[config.mk]
export PLATFORM = sky130hd
export DESIGN_NAME = fts_switch
export DESIGN_NICKNAME = d
export VERILOG_FILES = /design/src/rtl/fts_pkg.sv /design/src/rtl/fts_vc_fifo.sv /design/src/rtl/fts_rr_arb.sv /design/src/rtl/fts_coord.sv /design/src/rtl/fts_switch.sv
export SDC_FILE = /design/constraint.sdc
export NUM_CORES = 1
export LEC_CHECK = 0
export ABC_AREA = 1
export CORE_MARGIN = 2
export CORE_UTILIZATION = 40
export CTS_BUF_LIST = sky130_fd_sc_hd__clkbuf_4 sky130_fd_sc_hd__clkbuf_8
export DETAILED_ROUTE_END_ITERATION = 16
export DONT_BUFFER_PORTS = 1
export GPL_TIMING_DRIVEN = 0
export PLACE_DENSITY = 0.59
export SLEW_MARGIN = 0
export SYNTH_ARGS = -nofsm -noshare
export SYNTH_HDL_FRONTEND = slang
export SYNTH_SLANG_ARGS = --single-unit
[constraint.sdc]
create_clock -name clk -period 3.9 [get_ports clk]
set_input_delay 0.39 -clock clk [delete_from_list [all_inputs] [get_ports clk]]
set_output_delay 0.39 -clock clk [all_outputs]
set_load 0.05 [all_outputs]
[src/rtl/fts_pkg.sv]
package fts_pkg;

   // Occupancy view of one output virtual channel
   typedef enum logic [1:0] {
      VC_IDLE  = 2'd0,   // unbound, nothing stored
      VC_EMPTY = 2'd1,   // bound to a source, nothing stored yet
      VC_BUSY  = 2'd2,   // bound to a source, flits stored
      VC_READY = 2'd3    // unbound, completed packets waiting
   } vc_state_t;

   function automatic logic vc_allocatable(vc_state_t st, logic full);
      return ((st == VC_IDLE) || (st == VC_READY)) && !full;
   endfunction

endpackage

[src/rtl/fts_vc_fifo.sv]
module fts_vc_fifo #(
   parameter int W     = 8,
   parameter int DEPTH = 4
) (
   input  logic         clk,
   input  logic         rst_n,
   input  logic         push,
   input  logic [W-1:0] wdata,
   input  logic         pop,
   output logic [W-1:0] rdata,
   output logic         empty,
   output logic         full
);
   localparam int AW = (DEPTH > 1) ? $clog2(DEPTH) : 1;
   localparam int CW = $clog2(DEPTH + 1);

   if (DEPTH < 2) begin : g_bad_depth
      $error("fts_vc_fifo: DEPTH must be at least 2");
   end

   logic [W-1:0]  mem [DEPTH];
   logic [AW-1:0] wr_ptr, rd_ptr;
   logic [CW-1:0] count;
   logic          do_push, do_pop;

   assign empty   = (count == '0);
   assign full    = (count == CW'(DEPTH));
   assign do_push = push && !full;
   assign do_pop  = pop && !empty;
   assign rdata   = mem[rd_ptr];

   always_ff @(posedge clk) begin
      if (do_push) mem[wr_ptr] <= wdata;
   end

   always_ff @(posedge clk) begin
      if (!rst_n) begin
         wr_ptr <= '0;
         rd_ptr <= '0;
         count  <= '0;
      end else begin
         if (do_push) wr_ptr <= (wr_ptr == AW'(DEPTH - 1)) ? '0 : wr_ptr + 1'b1;
         if (do_pop)  rd_ptr <= (rd_ptr == AW'(DEPTH - 1)) ? '0 : rd_ptr + 1'b1;
         case ({do_push, do_pop})
            2'b10:   count <= count + 1'b1;
            2'b01:   count <= count - 1'b1;
            default: count <= count;
         endcase
      end
   end

endmodule

[src/rtl/fts_rr_arb.sv]
module fts_rr_arb #(
   parameter int N  = 4,
   localparam int IW = (N > 1) ? $clog2(N) : 1
) (
   input  logic          clk,
   input  logic          rst_n,
   input  logic [N-1:0]  req,
   output logic [N-1:0]  grant,
   output logic [IW-1:0] grant_idx,
   output logic          grant_any
);
   if (N < 1) begin : g_bad_n
      $error("fts_rr_arb: N must be positive");
   end

   if (N == 1) begin : g_single
      assign grant     = req;
      assign grant_idx = '0;
      assign grant_any = req[0];
   end else begin : g_rotate
      logic [IW-1:0] ptr_q;

      always_comb begin
         grant     = '0;
         grant_idx = '0;
         grant_any = 1'b0;
         for (int k = 0; k < N; k++) begin
            int c;
            c = int'(ptr_q) + k;
            if (c >= N) c = c - N;
            if (!grant_any && req[c]) begin
               grant[c]  = 1'b1;
               grant_idx = IW'(c);
               grant_any = 1'b1;
            end
         end
      end

      always_ff @(posedge clk) begin
         if (!rst_n) begin
            ptr_q <= '0;
         end else if (grant_any) begin
            ptr_q <= (grant_idx == IW'(N - 1)) ? '0 : grant_idx + 1'b1;
         end
      end
   end

endmodule

[src/rtl/fts_coord.sv]
module fts_coord
   import fts_pkg::*;
#(
   parameter int                NUM_IN    = 4,
   parameter int                NUM_OUT   = 4,
   parameter int                NUM_VC    = 2,
   parameter int                FLIT_W    = 8,
   parameter int                PORT_LSB  = 4,
   parameter logic [FLIT_W-1:0] TAIL_FLIT = '1,
   localparam int NUM_CH = NUM_OUT * NUM_VC,
   localparam int CH_W   = (NUM_CH > 1) ? $clog2(NUM_CH) : 1,
   localparam int PORT_W = (NUM_OUT > 1) ? $clog2(NUM_OUT) : 1,
   localparam int IW     = (NUM_IN > 1) ? $clog2(NUM_IN) : 1
) (
   input  logic                     clk,
   input  logic                     rst_n,
   input  logic [NUM_IN-1:0]        in_valid,
   input  logic [NUM_IN*FLIT_W-1:0] in_flit,
   input  logic [NUM_CH-1:0]        ch_full,
   input  logic [NUM_CH-1:0]        ch_empty,
   input  logic                     grant_any,
   input  logic [IW-1:0]            grant_idx,
   output logic [NUM_IN-1:0]        req,
   output logic [NUM_IN*CH_W-1:0]   in_ch
);
   // binding state
   logic [NUM_IN-1:0] bound_q;
   logic [CH_W-1:0]   bound_ch_q [NUM_IN];
   logic [NUM_CH-1:0] owned_q;

   // channel view
   vc_state_t         ch_state [NUM_CH];
   logic [NUM_CH-1:0] ch_avail;

   // per-source candidate
   logic [PORT_W-1:0] hdr_port [NUM_IN];
   logic [NUM_IN-1:0] pick_ok;
   logic [CH_W-1:0]   pick_ch  [NUM_IN];
   logic [CH_W-1:0]   tgt_ch   [NUM_IN];
   logic [FLIT_W-1:0] gflit;

   always_comb begin
      for (int c = 0; c < NUM_CH; c++) begin
         case ({owned_q[c], ch_empty[c]})
            2'b01:   ch_state[c] = VC_IDLE;
            2'b00:   ch_state[c] = VC_READY;
            2'b11:   ch_state[c] = VC_EMPTY;
            default: ch_state[c] = VC_BUSY;
         endcase
         ch_avail[c] = vc_allocatable(ch_state[c], ch_full[c]);
      end
   end

   // lowest-numbered allocatable channel of the destination port
   always_comb begin
      for (int i = 0; i < NUM_IN; i++) begin
         hdr_port[i] = in_flit[i*FLIT_W+PORT_LSB +: PORT_W];
         pick_ok[i]  = 1'b0;
         pick_ch[i]  = '0;
         for (int v = 0; v < NUM_VC; v++) begin
            if (!pick_ok[i] && ch_avail[int'(hdr_port[i])*NUM_VC + v]) begin
               pick_ok[i] = 1'b1;
               pick_ch[i] = CH_W'(int'(hdr_port[i])*NUM_VC + v);
            end
         end
      end
   end

   always_comb begin
      for (int i = 0; i < NUM_IN; i++) begin
         if (bound_q[i]) begin
            tgt_ch[i] = bound_ch_q[i];
            req[i]    = in_valid[i] && !ch_full[bound_ch_q[i]];
         end else begin
            tgt_ch[i] = pick_ch[i];
            req[i]    = in_valid[i] && pick_ok[i];
         end
      end
   end

   for (genvar gi = 0; gi < NUM_IN; gi++) begin : g_out
      assign in_ch[gi*CH_W +: CH_W] = tgt_ch[gi];
   end

   assign gflit = in_flit[int'(grant_idx)*FLIT_W +: FLIT_W];

   always_ff @(posedge clk) begin
      if (!rst_n) begin
         bound_q <= '0;
         owned_q <= '0;
         for (int i = 0; i < NUM_IN; i++) bound_ch_q[i] <= '0;
      end else if (grant_any) begin
         if (!bound_q[grant_idx]) begin
            bound_q[grant_idx]          <= 1'b1;
            bound_ch_q[grant_idx]       <= tgt_ch[grant_idx];
            owned_q[tgt_ch[grant_idx]]  <= 1'b1;
         end else if (gflit == TAIL_FLIT) begin
            bound_q[grant_idx]              <= 1'b0;
            owned_q[bound_ch_q[grant_idx]]  <= 1'b0;
         end
      end
   end

endmodule

[src/rtl/fts_switch.sv]
module fts_switch #(
   parameter int                NUM_IN     = 4,
   parameter int                NUM_OUT    = 4,
   parameter int                NUM_VC     = 2,
   parameter int                FLIT_W     = 8,
   parameter int                FIFO_DEPTH = 4,
   parameter int                PORT_LSB   = 4,
   parameter logic [FLIT_W-1:0] TAIL_FLIT  = '1,
   localparam int NUM_CH = NUM_OUT * NUM_VC,
   localparam int CH_W   = (NUM_CH > 1) ? $clog2(NUM_CH) : 1,
   localparam int PORT_W = (NUM_OUT > 1) ? $clog2(NUM_OUT) : 1,
   localparam int IW     = (NUM_IN > 1) ? $clog2(NUM_IN) : 1
) (
   input  logic                     clk,
   input  logic                     rst_n,
   input  logic [NUM_IN-1:0]        in_valid,
   input  logic [NUM_IN*FLIT_W-1:0] in_flit,
   output logic [NUM_IN-1:0]        in_ready,
   input  logic [NUM_CH-1:0]        out_pop,
   output logic [NUM_CH-1:0]        out_valid,
   output logic [NUM_CH*FLIT_W-1:0] out_flit
);
   // elaboration-time parameter checks
   if ((NUM_OUT & (NUM_OUT - 1)) != 0) begin : g_bad_out
      $error("fts_switch: NUM_OUT must be a power of two");
   end
   if ((NUM_IN & (NUM_IN - 1)) != 0) begin : g_bad_in
      $error("fts_switch: NUM_IN must be a power of two");
   end
   if (PORT_LSB + PORT_W > FLIT_W) begin : g_bad_field
      $error("fts_switch: port field does not fit in a flit");
   end
   if (NUM_VC < 1 || NUM_CH < 2) begin : g_bad_vc
      $error("fts_switch: need at least two output channels");
   end

   logic [NUM_IN-1:0]      arb_req;
   logic [NUM_IN-1:0]      arb_grant;
   logic [IW-1:0]          grant_idx;
   logic                   grant_any;
   logic [NUM_IN*CH_W-1:0] in_ch;
   logic [NUM_CH-1:0]      ch_full, ch_empty, ch_push;
   logic [CH_W-1:0]        xbar_ch;
   logic [FLIT_W-1:0]      xbar_flit;

   fts_coord #(
      .NUM_IN(NUM_IN), .NUM_OUT(NUM_OUT), .NUM_VC(NUM_VC),
      .FLIT_W(FLIT_W), .PORT_LSB(PORT_LSB), .TAIL_FLIT(TAIL_FLIT)
   ) u_coord (
      .clk       (clk),
      .rst_n     (rst_n),
      .in_valid  (in_valid),
      .in_flit   (in_flit),
      .ch_full   (ch_full),
      .ch_empty  (ch_empty),
      .grant_any (grant_any),
      .grant_idx (grant_idx),
      .req       (arb_req),
      .in_ch     (in_ch)
   );

   fts_rr_arb #(.N(NUM_IN)) u_arb (
      .clk       (clk),
      .rst_n     (rst_n),
      .req       (arb_req),
      .grant     (arb_grant),
      .grant_idx (grant_idx),
      .grant_any (grant_any)
   );

   assign in_ready = arb_grant;

   // time-slotted crossbar: the single winner of this slot drives the shared path
   assign xbar_ch   = in_ch[int'(grant_idx)*CH_W +: CH_W];
   assign xbar_flit = in_flit[int'(grant_idx)*FLIT_W +: FLIT_W];

   for (genvar gc = 0; gc < NUM_CH; gc++) begin : g_ch
      assign ch_push[gc]   = grant_any && (xbar_ch == CH_W'(gc));
      assign out_valid[gc] = !ch_empty[gc];

      fts_vc_fifo #(.W(FLIT_W), .DEPTH(FIFO_DEPTH)) u_fifo (
         .clk   (clk),
         .rst_n (rst_n),
         .push  (ch_push[gc]),
         .wdata (xbar_flit),
         .pop   (out_pop[gc]),
         .rdata (out_flit[gc*FLIT_W +: FLIT_W]),
         .empty (ch_empty[gc]),
         .full  (ch_full[gc])
      );
   end

endmodule

=== Yosys cells after proc, flatten, opt, wreduce, memory -nomap -nowiden ===
Memories as Yosys holds them, arrays and structs flattened. A register that Yosys moved wholly into a read port is not among the register bits.
Cells that the tools add are included.

* Register bits: 70
* Memory bits (writable): 268
* Input port bits: 46
* Output and inout bits: 76
* Logic and storage cells: 498
* Memories kept: 9

{| class="wikitable"
|+ Memory list
! name !! depth !! width !! read ports !! clocked after Yosys merged registers in !! wr ports !! line !! source
|-
| g_ch[0].u_fifo.mem || 4 || 8 || 1 || 1 || 1 || fts_vc_fifo.sv:21 || <nowiki>logic [W-1:0] mem [DEPTH];</nowiki>
|-
| g_ch[1].u_fifo.mem || 4 || 8 || 1 || 1 || 1 || fts_vc_fifo.sv:21 ||
|-
| g_ch[2].u_fifo.mem || 4 || 8 || 1 || 1 || 1 || fts_vc_fifo.sv:21 ||
|-
| g_ch[3].u_fifo.mem || 4 || 8 || 1 || 1 || 1 || fts_vc_fifo.sv:21 ||
|-
| g_ch[4].u_fifo.mem || 4 || 8 || 1 || 1 || 1 || fts_vc_fifo.sv:21 ||
|-
| g_ch[5].u_fifo.mem || 4 || 8 || 1 || 1 || 1 || fts_vc_fifo.sv:21 ||
|-
| +3 memories || - || - || - || - || - || - ||
|}

* Add/subtract/negate cells: 44
* Multipliers: 1
* Magnitude comparators: 31
* Equality and inequality tests: 74
* Shift operators: 2
* Multiplexer cells: 176
* Bitwise gates (word level): 10
* Reduce and logical (&&, ||, !) cells: 124

{| class="wikitable"
|+ Operators by type and width
! cell !! number
|-
| 32-bit by 1-bit >= comparator with 1-bit output, second input constant || 4
|-
| 32-bit by 4-bit < comparator with 1-bit output, second input constant || 4
|-
| 32-bit by 5-bit < comparator with 1-bit output, second input constant || 4
|-
| 32-bit two-way mux || 4
|-
| 32-bit by 4-bit >= comparator with 1-bit output, second input constant || 3
|-
| 32-bit by 4-bit subtractor with 32-bit output, second input constant || 3
|-
| 2-bit equality test, second input constant || 41
|-
| 2-bit two-way mux || 38
|-
| 1-bit two-way mux || 70
|-
| 1-bit logical AND || 54
|-
| 2-bit one-hot mux with 3 select lines || 8
|-
| 3-bit one-hot mux with 2 select lines || 8
|-
| 3-bit two-way mux || 15
|-
| 3-bit by 4-bit < comparator with 1-bit output, second input constant || 10
|-
| 3-bit equality test, second input constant || 12
|-
| 2-bit by 1-bit adder with 2-bit output, second input constant || 17
|-
| 2-bit by 1-bit equality test with 1-bit output, second input constant || 16
|-
| 2-bit logical NOT || 16
|-
| 32-bit by 6-bit variable part select with 8-bit output || 1
|-
| 1-bit logical NOT || 27
|-
| 3-bit logical NOT || 9
|-
| 3-bit by 1-bit adder with 3-bit output, second input constant || 8
|-
| 1-bit binary-select mux with 3-bit select || 8
|-
| 4-bit two-way mux || 6
|-
| other kinds (32) || 76
|}

=== Depth between registers and ports, before layout ===
* Depth after elaboration: 37
* Depth in mapped cells: 29
* Mapped depth without buffers: 28

=== By module ===
A second synthesis with hierarchy kept.

* Cell total of the unflattened synthesis: 1831
* Area, all modules: 17214.0 sq um

{| class="wikitable"
|+ By module, submodules not included
! module !! instances !! cells each !! area an instance (sq um) !! seq. area each (sq um)
|-
| fts_vc_fifo at g_ch[0].u_fifo ... || 6 || 147 || 1691.6 || 1141.1
|-
| fts_vc_fifo at g_ch[2].u_fifo ... || 2 || 146 || 1692.9 || 1141.1
|-
| fts_coord || 1 || 466 || 2586.2 || 600.6
|-
| fts_rr_arb || 1 || 87 || 620.6 || 40.0
|-
| fts_switch || 1 || 104 || 471.7 || 0.0
|}

=== Least setup slack after synthesis ===
Ideal clock, no wire load.

* Path kind: flip-flop to flip-flop
* Start: reg u_arb.g_rotate.ptr_q[0]
* End: reg g_ch[2].u_fifo.count[2]
* Library setup time: 0.122 ns
* Arrival time: 3.542 ns
* Required time: 3.778 ns
* Slack: 0.236 ns
* Cell stages (with the launch flop): 23
* Path buffers: 2
* Clock period less this slack: 3.664 ns
* Cell sequence: dfxtp_1 -> inv_2 -> ha_1 -> inv_1 -> nand3_1 -> nand2_2 -> nand4_4 -> nand3_2 -> nand2_2 -> buf_6 -> buf_4 -> nand2_1 -> nand3_2 -> nand2_4 -> inv_6 -> nand3_4 -> ha_1 -> inv_1 -> fa_1 -> a21oi_1 -> o21ai_0 -> o21ai_0 -> a21oi_1

* Cells in the longest elaborated chain, start to end: 22
* Elaborated cells between the ends (all ways): 50
* Classes of those cells: add/sub (7); mul (1); order compare (4); eq/ne (3); shift (1); mux (25); reduce/logical (9)

{| class="wikitable"
|+ RTL lines
! what !! line !! source
|-
| from (decl) || fts_rr_arb.sv:21 || <nowiki>logic [IW-1:0] ptr_q;</nowiki>
|-
| from (signal assigned) || fts_rr_arb.sv:43 || <nowiki>ptr_q <= (grant_idx == IW'(N - 1)) ? '0 : grant_idx + 1'b1;</nowiki>
|-
| branches (longest 18 deep; another with 32-bit by 4-bit subtractor with 32-bit output) || - ||
|-
| 1-bit logical AND * || fts_switch.sv:78 || <nowiki>assign ch_push[gc] = grant_any && (xbar_ch == CH_W'(gc));</nowiki>
|-
| 1-bit logical AND * || fts_vc_fifo.sv:28 || <nowiki>assign do_push = push && !full;</nowiki>
|-
| 2-bit by 1-bit equality test with 1-bit output / 2-bit equality test (equally long branches) || fts_vc_fifo.sv:44 || <nowiki>case ({do_push, do_pop})</nowiki>
|-
| 3-bit one-hot mux with 2 select lines / 2-bit nonzero test (equally long branches) || - ||
|-
| to (signal assigned) || fts_vc_fifo.sv:45 || <nowiki>2'b10: count <= count + 1'b1;</nowiki>
|-
| to (signal assigned) || fts_vc_fifo.sv:46 || <nowiki>2'b01: count <= count - 1'b1;</nowiki>
|-
| to (signal assigned) || fts_vc_fifo.sv:47 || <nowiki>default: count <= count;</nowiki>
|-
| to (decl) || fts_vc_fifo.sv:23 || <nowiki>logic [CW-1:0] count;</nowiki>
|}

Every way passes the cells marked *. The select of a mux whose other input is x is not followed.
A chain may end at the register's enable or synchronous reset.

==> flow_metrics.env <==
export IMPL_final_common_cell="edfxtp_1"
export IMPL_synth_area_leader_cell="edfxtp_1"
export IMPL_stdcell_count=2353
export IMPL_worstSetupPathType="reg2reg"
export IMPL_regToRegSetupSlack_ns=0.05
export IMPL_grt_pass1_vias=11655
export IMPL_end_kind="register"
export IMPL_cp_start_kind="register"
export IMPL_max_freq_ghz=0.260
export IMPL_hpwl_um=28300
export IMPL_synth_fp_nets=1734
export IMPL_cts_root_buf="clkbuf_8"
export IMPL_drt_iter0_drc=959
export IMPL_syn_area_per_cell_um2=10.3
export IMPL_holdBufCountCts=0
export IMPL_synth_top_area_share_pct=48.4
export IMPL_cp_arrival_ns=4.32
export IMPL_slowest_delay_ns=0.47
export IMPL_crit_family="simple AND/OR/NAND/NOR gates"
export IMPL_finalMaxSlewViolations=0
export IMPL_vias=12393
export IMPL_cpMostUsedCell="nand3_1"
export IMPL_die_area_um2=43200
export IMPL_num_rows=74
export IMPL_grt_total_usage_pct=19.2
export IMPL_totalWireLength_um=43600
export IMPL_fp_dieH_um=208
export IMPL_htree_levels=2
export IMPL_grt_setup_unrepaired="true"
export IMPL_setup_slack_ns=0.0512
export IMPL_status="finished, final reports clean"
export IMPL_place_gp_congestion=0.933
export IMPL_worst_slew_pin_slew_ns=1.22
export IMPL_synth_edff_count=268
export IMPL_synthCells=1620
export IMPL_post_route_period_util_pct=98.7
export IMPL_fillers=3771
export IMPL_ant_nets=0
export IMPL_hp_class="in2reg"
export IMPL_ys_flop_type="edfxtp_1"
export IMPL_critPathBufInv=4
export IMPL_synth_area_um2=16600
export IMPL_grt_max_degree=34
export IMPL_slowest_stage="edfxtp_1"
export IMPL_drive_gt1_share_pct=22.7
export IMPL_fin_util_pct=48.7
export IMPL_fin_worst_skew_ns=0.0381
export IMPL_mostFrequentLayoutCells="268 x edfxtp_1, 185 x nor2_1, 165 x o21ai_0, 161 x nand2_1, 146 x inv_1"
export IMPL_dp_slack_ns=-0.559
export IMPL_clk_pin_slew_ns=0.07
export IMPL_numPortBuffers=0
export IMPL_postSynth_asyncResetShare_pct=0
export IMPL_tns_ns=0
export IMPL_hold_viol=0
export IMPL_dp_cells=2153
export IMPL_antenna_found_initial=1
export IMPL_insertion_delay_ns=0.61
export IMPL_yosysUniqueCellTypes=39
export IMPL_required_ns=4.37
export IMPL_cap_violations=0
export IMPL_grt_pass1_wl_um=65400
export IMPL_cts_tree="built"
export IMPL_avgRoutedWirePerCell_um=18.5
export IMPL_dr_pass1_iters=5
export IMPL_nets=1890
export IMPL_vias_per_cell=5.27
export IMPL_grt_overflow=0
export IMPL_die_x_um=208
export IMPL_ys_ff_latch=354
export IMPL_synth_warnings=0
export IMPL_setup_viol=0
export IMPL_core_area_um2=40900
export IMPL_period_minus_slack_ns=3.85
export IMPL_boundaryPins=122
export IMPL_netlist_top_cells_area="edfxtp_1 48%, dfxtp_1 10%, o21ai_0 5.6%"
export IMPL_relSlewSlack_pct=19.7
export IMPL_cts_buffers=56
export IMPL_clockBufferDepth=3
export IMPL_start_util_pct=40.6
export IMPL_synth_seq_area_share_pct=58.8
export IMPL_area_delta_synth_final_pct=19.9
export IMPL_drc_errors=0
export IMPL_cp_max_fo=10
export IMPL_clock_sinks=354
==> cell type report <==
| class | instances | area, um2 | area share [%] |
|---|---|---|---|
| well taps | 532 | 666 | 3.34 |
| clock inverters | 21 | 128 | 0.640 |
| flip-flops and latches | 354 | 9790 | 49.1 |
| multi-input cells | 1057 | 6580 | 33.0 |
| repair inverters | 2 | 15.0 | 0.0753 |
| plain buffers | 37 | 251 | 1.26 |
| repair buffers | 95 | 817 | 4.10 |
| diodes | 1 | 2.50 | 0.0125 |
| inverters | 173 | 694 | 3.48 |
| clock buffers | 81 | 1010 | 5.06 |
==> repair_timing <==
action / CTS / global route
resized for setup: 56 / 141
endpoints found under the setup margin: 358 / 450
pin swaps: 18 / 50
setup buffers: 29 / 63
cloned: 2 / 3
==> final timing paths <==
check	startpoint	endpoint	depth (start not counted)
worst max-delay path	u_coord.bound_ch_q[2][0]	g_ch[4].u_fifo.count[2]	25
worst min-delay path	out_pop[6]	register	3
worst max register to register	u_coord.bound_ch_q[2][0]	g_ch[4].u_fifo.count[2]	25
worst min register to register	g_ch[3].u_fifo.count[0]	g_ch[3].u_fifo.count[0]	1
==> through the flow <==
stage                     instance area [um2]  hold slack (ns)
after floorplan                         16600            0.475
after global placement                  17300            0.486
after detailed placement                17300            0.499
after CTS                               18900           0.0544
after global routing                    19900           0.0912
final                                   19900            0.102
==> cells in the mapped netlist (2+ instances only) <==
| library cell | instances |
|---|---|
| edfxtp_1 | 268 |
| nor2_1 | 215 |
| o21ai_0 | 185 |
| nand2_1 | 182 |
| inv_1 | 158 |
| nand3_1 | 155 |
| dfxtp_1 | 86 |
| o22ai_1 | 66 |
| ha_1 | 60 |
| a21oi_1 | 59 |
| clkbuf_1 | 24 |
| nand2_2 | 20 |
| nand3_2 | 14 |
| inv_2 | 13 |
| a21oi_2 | 11 |
| nor2_4 | 10 |
| fa_1 | 8 |
| nor2_2 | 8 |
| o211a_1 | 8 |
| o21ai_1 | 8 |
| nand2_4 | 7 |
| nand4_1 | 6 |
| a211oi_1 | 5 |
| buf_6 | 5 |
| nand4_4 | 5 |
| a211oi_2 | 4 |
| a221oi_1 | 4 |
| a22oi_1 | 4 |
| buf_4 | 4 |
| nand3_4 | 4 |
| buf_2 | 3 |
| nor2_8 | 3 |
| a31oi_1 | 2 |
==> layer usage <==
layer | wire length [um] | track usage, % | up-vias
li1 | - | - | 5999
met1 | 19100 | 25.7 | 5937
met2 | 21000 | 31.3 | 389
met3 | 2520 | 3.64 | 68
met4 | 1040 | 6.51 | 0
met5 | 0 | 0 | -
==> cells by family (layout without fill, tap and decap cells) <==
family | after synthesis | in the layout | synth area share, %
AOI/OAI and AO/OA | 359 | 359 | 12.3
buffers and inverters | 210 | 409 | 5.18
and+or+nand+nor | 629 | 630 | 18.3
adders and majority gates | 68 | 68 | 5.48
other | 0 | 1 | 0
DFF | 354 | 354 | 58.8
==> state kept, by name, summed over array words and instances, names as in the netlist, named ones only <==
name	count
g_ch.u_fifo.wr_ptr	16
u_coord.owned_q	8
g_ch.u_fifo.count	24
g_ch.u_fifo.mem	256
g_ch.u_fifo.rd_ptr	16
u_arb.g_rotate.ptr_q	2
u_coord.bound_ch_q	12
==> worst min-delay path: stages <==
cell and delay [ns]:
nand2_1 0.06, o21ai_0 0.07, nor2_1 0.12
Power is not shown: default switching activity piles up to over one toggle a cycle in this logic, so the estimate is an artifact.
